File: src/rtl/exc_pipe_pkg.sv
// Shared types for the precise exception controller.
// Assumes: a 32-bit PC and four tracked stages (decode, execute, memory, write-back).
package exc_pipe_pkg;

    localparam int PC_W    = 32;
    localparam int N_STAGE = 4;          // decode, execute, memory, write-back
    localparam int CAUSE_W = 3;

    typedef enum logic [CAUSE_W-1:0] {
        CAUSE_NONE    = 3'd0,
        CAUSE_IRQ     = 3'd1,
        CAUSE_ITLB    = 3'd2,
        CAUSE_ILLEGAL = 3'd3,
        CAUSE_OVF     = 3'd4,
        CAUSE_DTLB    = 3'd5
    } cause_e;

    // Record carried alongside each instruction
    typedef struct packed {
        logic            valid;
        logic [PC_W-1:0] pc;
        cause_e          cause;
    } slot_t;

    // Fault code recorded when an instruction leaves stage index k (0 = fetch).
    function automatic cause_e leave_code(input int k);
        case (k)
            1:       return CAUSE_ILLEGAL;
            2:       return CAUSE_OVF;
            3:       return CAUSE_DTLB;
            default: return CAUSE_NONE;
        endcase
    endfunction

endpackage

File: src/rtl/exc_fetch_slot.sv
// Builds the record for the fetch slot. An interrupt request is held pending
// until a usable fetch slot appears. That slot is then replaced by a no-op that
// carries the interrupt cause.
// Assumes: fetch_pc is meaningful only when fetch_valid is high.
module exc_fetch_slot
    import exc_pipe_pkg::*;
(
    input  logic            clk,
    input  logic            rst_n,
    input  logic            adv,
    input  logic            freeze,
    input  logic            fetch_valid,
    input  logic [PC_W-1:0] fetch_pc,
    input  logic            itlb_fault,
    input  logic            irq,
    output slot_t           if_slot
);

    logic irq_pend_q;
    logic irq_now;
    logic inject;

    assign irq_now = irq_pend_q | irq;
    assign inject  = irq_now & fetch_valid & ~freeze & adv;

    // Hold an interrupt request until it has been turned into a no-op
    always_ff @(posedge clk) begin
        if (!rst_n)      irq_pend_q <= 1'b0;
        else if (inject) irq_pend_q <= 1'b0;
        else if (irq)    irq_pend_q <= 1'b1;
    end

    // Fetch slot record: interrupt no-op first, then instruction TLB fault
    always_comb begin
        if_slot.valid = fetch_valid & ~freeze;
        if_slot.pc    = fetch_pc;
        if (irq_now)         if_slot.cause = CAUSE_IRQ;
        else if (itlb_fault) if_slot.cause = CAUSE_ITLB;
        else                 if_slot.cause = CAUSE_NONE;
    end

endmodule

File: src/rtl/exc_stage_reg.sv
// One pipeline record register. It takes the record of the stage behind it
// and, if that record has no fault yet, merges in the fault reported by the
// stage the instruction is leaving.
// Assumes: flush has priority over advance; fault applies only to a valid record.
module exc_stage_reg
    import exc_pipe_pkg::*;
#(
    parameter cause_e FLT_CODE = CAUSE_NONE
) (
    input  logic  clk,
    input  logic  rst_n,
    input  logic  adv,
    input  logic  flush,
    input  slot_t d,
    input  logic  fault,
    output slot_t q
);

    cause_e merged;

    // First fault wins: a recorded code is never replaced
    always_comb begin
        if (d.cause != CAUSE_NONE)   merged = d.cause;
        else if (d.valid && fault)   merged = FLT_CODE;
        else                         merged = CAUSE_NONE;
    end

    // Record moves forward on advance, clears on flush
    always_ff @(posedge clk) begin
        if (!rst_n || flush) begin
            q <= '0;
        end else if (adv) begin
            q.valid <= d.valid;
            q.pc    <= d.pc;
            q.cause <= merged;
        end
    end

endmodule

File: src/rtl/exc_take_unit.sv
// Decides at the end of the memory stage whether to take an exception.
// On a take it saves the PC and cause and raises a one-cycle redirect.
// Assumes: the data TLB fault pulse refers to the current memory-stage record.
module exc_take_unit
    import exc_pipe_pkg::*;
#(
    parameter logic [PC_W-1:0] VECTOR = 32'h0000_0080
) (
    input  logic               clk,
    input  logic               rst_n,
    input  logic               adv,
    input  slot_t              mem_slot,
    input  logic               dtlb_fault,
    output logic               take,
    output logic               mem_store_ok,
    output logic [PC_W-1:0]    epc,
    output logic [CAUSE_W-1:0] cause_out,
    output logic               redirect,
    output logic [PC_W-1:0]    vector_pc
);

    cause_e eff_cause;

    // Effective cause at the end of the memory stage
    always_comb begin
        if (mem_slot.cause != CAUSE_NONE)    eff_cause = mem_slot.cause;
        else if (mem_slot.valid && dtlb_fault) eff_cause = CAUSE_DTLB;
        else                                  eff_cause = CAUSE_NONE;
    end

    assign take         = adv & mem_slot.valid & (eff_cause != CAUSE_NONE);
    assign mem_store_ok = mem_slot.valid & (eff_cause == CAUSE_NONE);
    assign vector_pc    = VECTOR;

    // Save the faulting PC and cause, and strobe the redirect one cycle later
    always_ff @(posedge clk) begin
        if (!rst_n) begin
            epc       <= '0;
            cause_out <= '0;
            redirect  <= 1'b0;
        end else begin
            redirect <= take;
            if (take) begin
                epc       <= mem_slot.pc;
                cause_out <= eff_cause;
            end
        end
    end

endmodule

File: src/rtl/exc_pipe_ctrl.sv
// Top of the precise exception controller. Chains the fetch record into four
// stage records, takes exceptions at the end of memory, flushes younger work
// and freezes fetch until the vector redirect has been applied.
// Assumes: one instruction per stage and one global advance signal.
module exc_pipe_ctrl
    import exc_pipe_pkg::*;
#(
    parameter logic [31:0] VECTOR = 32'h0000_0080
) (
    input  logic        clk,
    input  logic        rst_n,
    input  logic        adv,
    input  logic        fetch_valid,
    input  logic [31:0] fetch_pc,
    input  logic        irq,
    input  logic        itlb_fault,
    input  logic        illegal_instr,
    input  logic        ovf_fault,
    input  logic        dtlb_fault,
    output logic [31:0] epc,
    output logic [2:0]  cause_out,
    output logic        redirect,
    output logic [31:0] vector_pc,
    output logic        kill_if,
    output logic        kill_id,
    output logic        kill_ex,
    output logic        fetch_freeze,
    output logic        mem_store_ok,
    output logic        wb_commit_ok
);

    localparam int ID_IX  = 1;
    localparam int EX_IX  = 2;
    localparam int MEM_IX = 3;
    localparam int WB_IX  = N_STAGE;

    slot_t              chain [0:N_STAGE];   // 0 = fetch, 1..4 = decode..write-back
    logic [N_STAGE-1:0] leave_fault;
    logic               take;

    assign leave_fault = {dtlb_fault, ovf_fault, illegal_instr, 1'b0};
    assign fetch_freeze = take | redirect;

    exc_fetch_slot u_fetch (
        .clk         (clk),
        .rst_n       (rst_n),
        .adv         (adv),
        .freeze      (fetch_freeze),
        .fetch_valid (fetch_valid),
        .fetch_pc    (fetch_pc),
        .itlb_fault  (itlb_fault),
        .irq         (irq),
        .if_slot     (chain[0])
    );

    for (genvar k = 0; k < N_STAGE; k++) begin : g_stage
        exc_stage_reg #(.FLT_CODE(leave_code(k))) u_reg (
            .clk   (clk),
            .rst_n (rst_n),
            .adv   (adv),
            .flush (take),
            .d     (chain[k]),
            .fault (leave_fault[k]),
            .q     (chain[k+1])
        );
    end

    exc_take_unit #(.VECTOR(VECTOR)) u_take (
        .clk          (clk),
        .rst_n        (rst_n),
        .adv          (adv),
        .mem_slot     (chain[MEM_IX]),
        .dtlb_fault   (dtlb_fault),
        .take         (take),
        .mem_store_ok (mem_store_ok),
        .epc          (epc),
        .cause_out    (cause_out),
        .redirect     (redirect),
        .vector_pc    (vector_pc)
    );

    assign kill_if      = take;
    assign kill_id      = take & chain[ID_IX].valid;
    assign kill_ex      = take & chain[EX_IX].valid;
    assign wb_commit_ok = chain[WB_IX].valid;

endmodule

File: config.mk
export PLATFORM = sky130hd
export DESIGN_NAME = exc_pipe_ctrl
export DESIGN_NICKNAME = d
export VERILOG_FILES = /design/src/rtl/exc_pipe_pkg.sv /design/src/rtl/exc_fetch_slot.sv /design/src/rtl/exc_stage_reg.sv /design/src/rtl/exc_take_unit.sv /design/src/rtl/exc_pipe_ctrl.sv
export SDC_FILE = /design/constraint.sdc
export NUM_CORES = 1
export LEC_CHECK = 0
export ABC_CLOCK_PERIOD_IN_PS = 1620
export BUFFER_PORTS_ARGS = -buffer_cell sky130_fd_sc_hd__buf_2
export CELL_PAD_IN_SITES_DETAIL_PLACEMENT = 2
export CELL_PAD_IN_SITES_GLOBAL_PLACEMENT = 2
export CORE_ASPECT_RATIO = 0.75
export CORE_MARGIN = 5
export CORE_UTILIZATION = 32
export CTS_BUF_LIST = sky130_fd_sc_hd__clkbuf_8
export DETAILED_ROUTE_END_ITERATION = 7
export GPL_ROUTABILITY_DRIVEN = 0
export PLACE_DENSITY_LB_ADDON = 0.1
export SLEW_MARGIN = 20
export SYNTH_ARGS = -nofsm -noshare
export SYNTH_HDL_FRONTEND = slang
export SYNTH_SLANG_ARGS = --single-unit
File: constraint.sdc
create_clock -name clk -period 1.62 [get_ports clk]
set_input_delay 0.324 -clock clk [delete_from_list [all_inputs] [get_ports clk]]
set_output_delay 0.324 -clock clk [all_outputs]
set_load 0.005 [all_outputs]
# Yosys cells after proc, flatten, opt, wreduce, memory -nomap -nowiden
# Cells that the tools add are included.
# word_totals
regBits,146
in_bits,41
out_inout_bits,74
# classes
n_mux,9
bitwise,13
n_reduce_logical,12
# ops
cell,count
2-to-1 mux 3 bit,7
nonzero test 3 bit,5
AND 1 bit,9
2-to-1 mux 2 bit,2
logical AND 1 bit,3
logical NOT 3 bit,1
NOT 1 bit,2
OR 1 bit,2
OR reduction 2 bit,1
logical NOT 1 bit,1
logical OR 1 bit,1

# Depth between registers and ports, before layout
# depth
word_depth,10
depth_mapped,6

# Cells and area by module
# A second synthesis with hierarchy kept.
# unflattened
cells_unflattened,713
area_unflattened_um2,7307.0
# modules_own_cells
mod,instances,cells_each,area_each_um2
exc_stage_reg (g_stage[1].u_reg ...),2,121,1315.0
exc_take_unit,1,189,1696.6
exc_stage_reg (g_stage[2].u_reg),1,119,1327.5
exc_stage_reg (g_stage[0].u_reg),1,117,1313.8
exc_fetch_slot,1,42,314.1
exc_pipe_ctrl,1,4,25.0

# Worst setup path before layout
# Ideal clock, no wire load.
# synth_path
path_kind,reg-to-output
start,reg g_stage[2].u_reg.q[2] in the netlist's numbering
end,out fetch_freeze
t_arrival_ns,1.257
path_slack_ns,0.039
stages_incl_launch_ff,5
cell_sequence,dfxtp_1 -> nor4_4 -> nor2_1 -> buf_2 -> or2_2
# synth_between
elab_chain_len,5
# synth_lines
element,line,text
"start, declared",exc_stage_reg.sv:16,output slot_t q
nonzero test 3 bit,exc_take_unit.sv:26,if (mem_slot.cause != CAUSE_NONE) eff_cause = mem_slot.cause;
2-to-1 mux 3 bit *,-,
nonzero test 3 bit *,exc_take_unit.sv:31,assign take = adv & mem_slot.valid & (eff_cause != CAUSE_NONE);
AND 1 bit *,exc_take_unit.sv:31,
OR 1 bit *,exc_pipe_ctrl.sv:42,assign fetch_freeze = take | redirect;
"end, declared",exc_pipe_ctrl.sv:27,"output logic fetch_freeze,"
# Mark *: on every way between the ends. The rest lies on a longest branch, timed or not.

# Worst setup path in the final report
# Same ends and word-level chain as after synthesis.

==> reports/metrics.csv <==
stage,metric,value,unit
outcome,status,"complete, but fails checks",
outcome,violations,negative setup slack,
die,coreArea,0.0168,mm2
clocking,htree_levels,4,
detailed_routing,wl,13400,um
finish,drive_gt1_frac,0.238,
critical_path,crit_arrival,1570,ps
sta,drv_slew,0,
critical_path,path_max_fanout,6,
die,dieArea,0.0199,mm2
logic_synthesis,synth_top_cell_by_area,dfxtp_1,
detailed_routing,wire_per_inst,15.5,um
clocking,cts_sinks,144,
clocking,cts_tree,done,
finish,finalNonFillerCells,861,
critical_path,critical_path_required,1300,ps
clocking,postCtsHoldBufs,0,
worst_hold_path,hold-path-endpoint,g_stage[0].u_reg.q[33],
worst_hold_path,hold_depth,3,
grt,grt-ovfl-total,0,
critical_path,crit_type,reg2out,
detailed_routing,first_pass_iters,4,
detailed_routing,drc,0,
logic_synthesis,synth_top_area_frac,0.524,
clocking,path_clk_slew,70,ps
critical_path,reg2reg_slack,10,ps
sta,finalSetupTns,-949,ps
die,row_count,41,
power_and_ir_drop,ir_drop,0.489,mV
power_and_ir_drop,power_density,1080,mW/mm2
sta,period_share,1.17,
placed_design,place_hpwl,9190,um
detailed_routing,ant_nets,0,
clocking,clock_latency,440,ps
logic_synthesis,synth_cell_types,25,
finish,num-nets-final,674,
grt,antenna_found_initial,1,
detailed_routing,vias,3907,
critical_path,rr_worst_depth,8,
sta,finalWorstSetupSlack,-273,ps
grt,grt_max_degree,53,
logic_synthesis,syn_avg_cell_area,10.0,um2
logic_synthesis,yosysWarnings,0,
sta,rsz0062_at_grt,yes,
logic_synthesis,synth-edff-count,0,
finish,final_core_util,0.394,
detailed_routing,detail_route.iter0.violations,113,
critical_path,r2r-end,g_stage[2].u_reg.q[0],
critical_path,crit_path_end_kind,output port,
worst_hold_path,hp-class,in2reg,
logic_synthesis,synth_ff_type,dfxtp_1,
logic_synthesis,synth_common_cells,"144 x dfxtp_1, 132 x mux2i_1, 106 x nor2_1",
critical_path,rr_startpoint,g_stage[2].u_reg.q[2],
critical_path,start_kind,register,
placed_design,dp.cells,824,
die,start_util,0.327,
die,io_pins,115,
finish,syn_to_final_growth,20.4,%
grt,grt_use_total,0.137,
placed_design,portBuffers,82,
flow_run,max-cap-violations,0,
sta,fmax,528,MHz
clocking,cts-root-buf,clkbuf_8,
logic_synthesis,synthCells,549,
logic_synthesis,synth.area.top_cells,"dfxtp_1 52%, mux2i_1 24%, nor2_1 7.2%, nand2_1 4.5%, buf_4 4.4%",
logic_synthesis,ys_seq_area_frac,0.524,
logic_synthesis,async_reset_ff_frac,0,
die,fp.dieW,161,um
logic_synthesis,yosys_register_bits,144,
grt,grt_pass1_wl,21600,um
finish,antennaDiodeCount,0,
logic_synthesis,netlist_area,0.00550,mm2
sta,timing.final.crit_period,1890,ps
detailed_routing,routed_via_density,4.54,
sta,final-hold-violation-count,0,
power_and_ir_drop,p_leak,2.93,nW
worst_hold_path,min-delay-start,fetch_pc[30],
sta,fin_skew,11.6,ps
sta,setup_viol_count_final,5,
clocking,numCtsBuffers,17,
sta,worst_hold_slack,127,ps
power_and_ir_drop,design_power_total,7.18,mW
clocking,cts_buffer_depth,2,
die,die_h,124,um
logic_synthesis,post-synth-top-count-cell,dfxtp_1,
grt,first_global_vias,4269,
==> worst max-delay path, stage by stage, from the launching register on <==
cell     delay [ps]
dfxtp_2         340
nor4_4          360
nor2_4           90
or2_4           240
buf_6           110
==> state kept, by name (all words and copies together), names as in the netlist <==
register            count
g_stage.u_reg.q       107
u_take.cause_out        3
u_fetch.irq_pend_q      1
u_take.redirect         1
u_take.epc             32
==> cell type report <==
class                           instances  area, um2
Clock inverter                         12        143
Sequential cell                       144       2890
Fill cell                            1849      10200
Multi-Input combinational cell        366       2360
Clock buffer                           20        275
Inverter                                1       3.75
Timing Repair Buffer                  103        682
Tap cell                              215        269
==> placed cells by master, fill, tap and decap left out, drive strengths merged <==
cell / synthesis / routed
a211oi: 2 / 2
a21oi: 4 / 4
a311oi: 1 / 1
a31oi: 1 / 1
and2: 4 / 4
buf: 50 / 103
bufinv: 0 / 3
clkbuf: 18 / 20
clkinv: 0 / 3
clkinvlp: 0 / 3
conb: 2 / 32
dfxtp: 144 / 144
inv: 1 / 4
mux2i: 132 / 132
nand2: 66 / 66
nand2b: 4 / 4
nand3: 1 / 1
nand3b: 2 / 2
nand4: 2 / 2
nor2: 106 / 106
nor4: 1 / 1
o211ai: 2 / 2
o21ai: 2 / 2
o221a: 3 / 3
or2: 1 / 1
==> layer usage <==
metal	wire, um	GRT usage
met3	524	0.0433
met2	6640	0.240
met5	7	0
met4	128	0.0384
met1	6080	0.164
==> through the flow <==
stage / setup slack (ps) / instance area (um2)
floorplan: 38.6 / 5610
global placement: 98.7 / 6100
detailed placement: 77.1 / 6100
CTS: -317 / 6550
global route: -357 / 6620
finish: -273 / 6620
==> logic make-up after synthesis <==
group / after synthesis / share of synthesized area
mux: 132 / 0.240
other cells: 2 / 0.00137
buf+inv: 69 / 0.0764
compound gates: 15 / 0.0205
flops: 144 / 0.524
simple gates: 187 / 0.137
==> how the worst max path moves through the flow <==
stage / from / endpoint / slack, ps / depth (start not counted)
floorplan: g_stage[2].u_reg.q[2] / fetch_freeze / 40 / 4
global placement: dtlb_fault / fetch_freeze / 100 / 5
detailed placement: g_stage[2].u_reg.q[0] / fetch_freeze / 80 / 4
CTS: g_stage[2].u_reg.q[2] / fetch_freeze / -320 / 4
global route: g_stage[2].u_reg.q[2] / fetch_freeze / -360 / 4
finish: g_stage[2].u_reg.q[2] / fetch_freeze / -270 / 4
==> report_power, final <==
| part | internal (mW) | leakage [nW] | switching, mW |
|---|---|---|---|
| clock | 1.63 | 0.215 | 1.35 |
| sequential | 3.64 | 1.17 | 0.0603 |
| combinational | 0.223 | 1.54 | 0.279 |
| total | 5.49 | 2.93 | 1.69 |
==> repair_timing <==
item	4_1_cts	5_1_grt
resized for setup	7	14
endpoints found under the setup margin	5	6
pin swaps	4	4
gates cloned	0	1
hold endpoints to repair	0	0
setup buffers	1	3
Power figures use the tool's default switching activity.
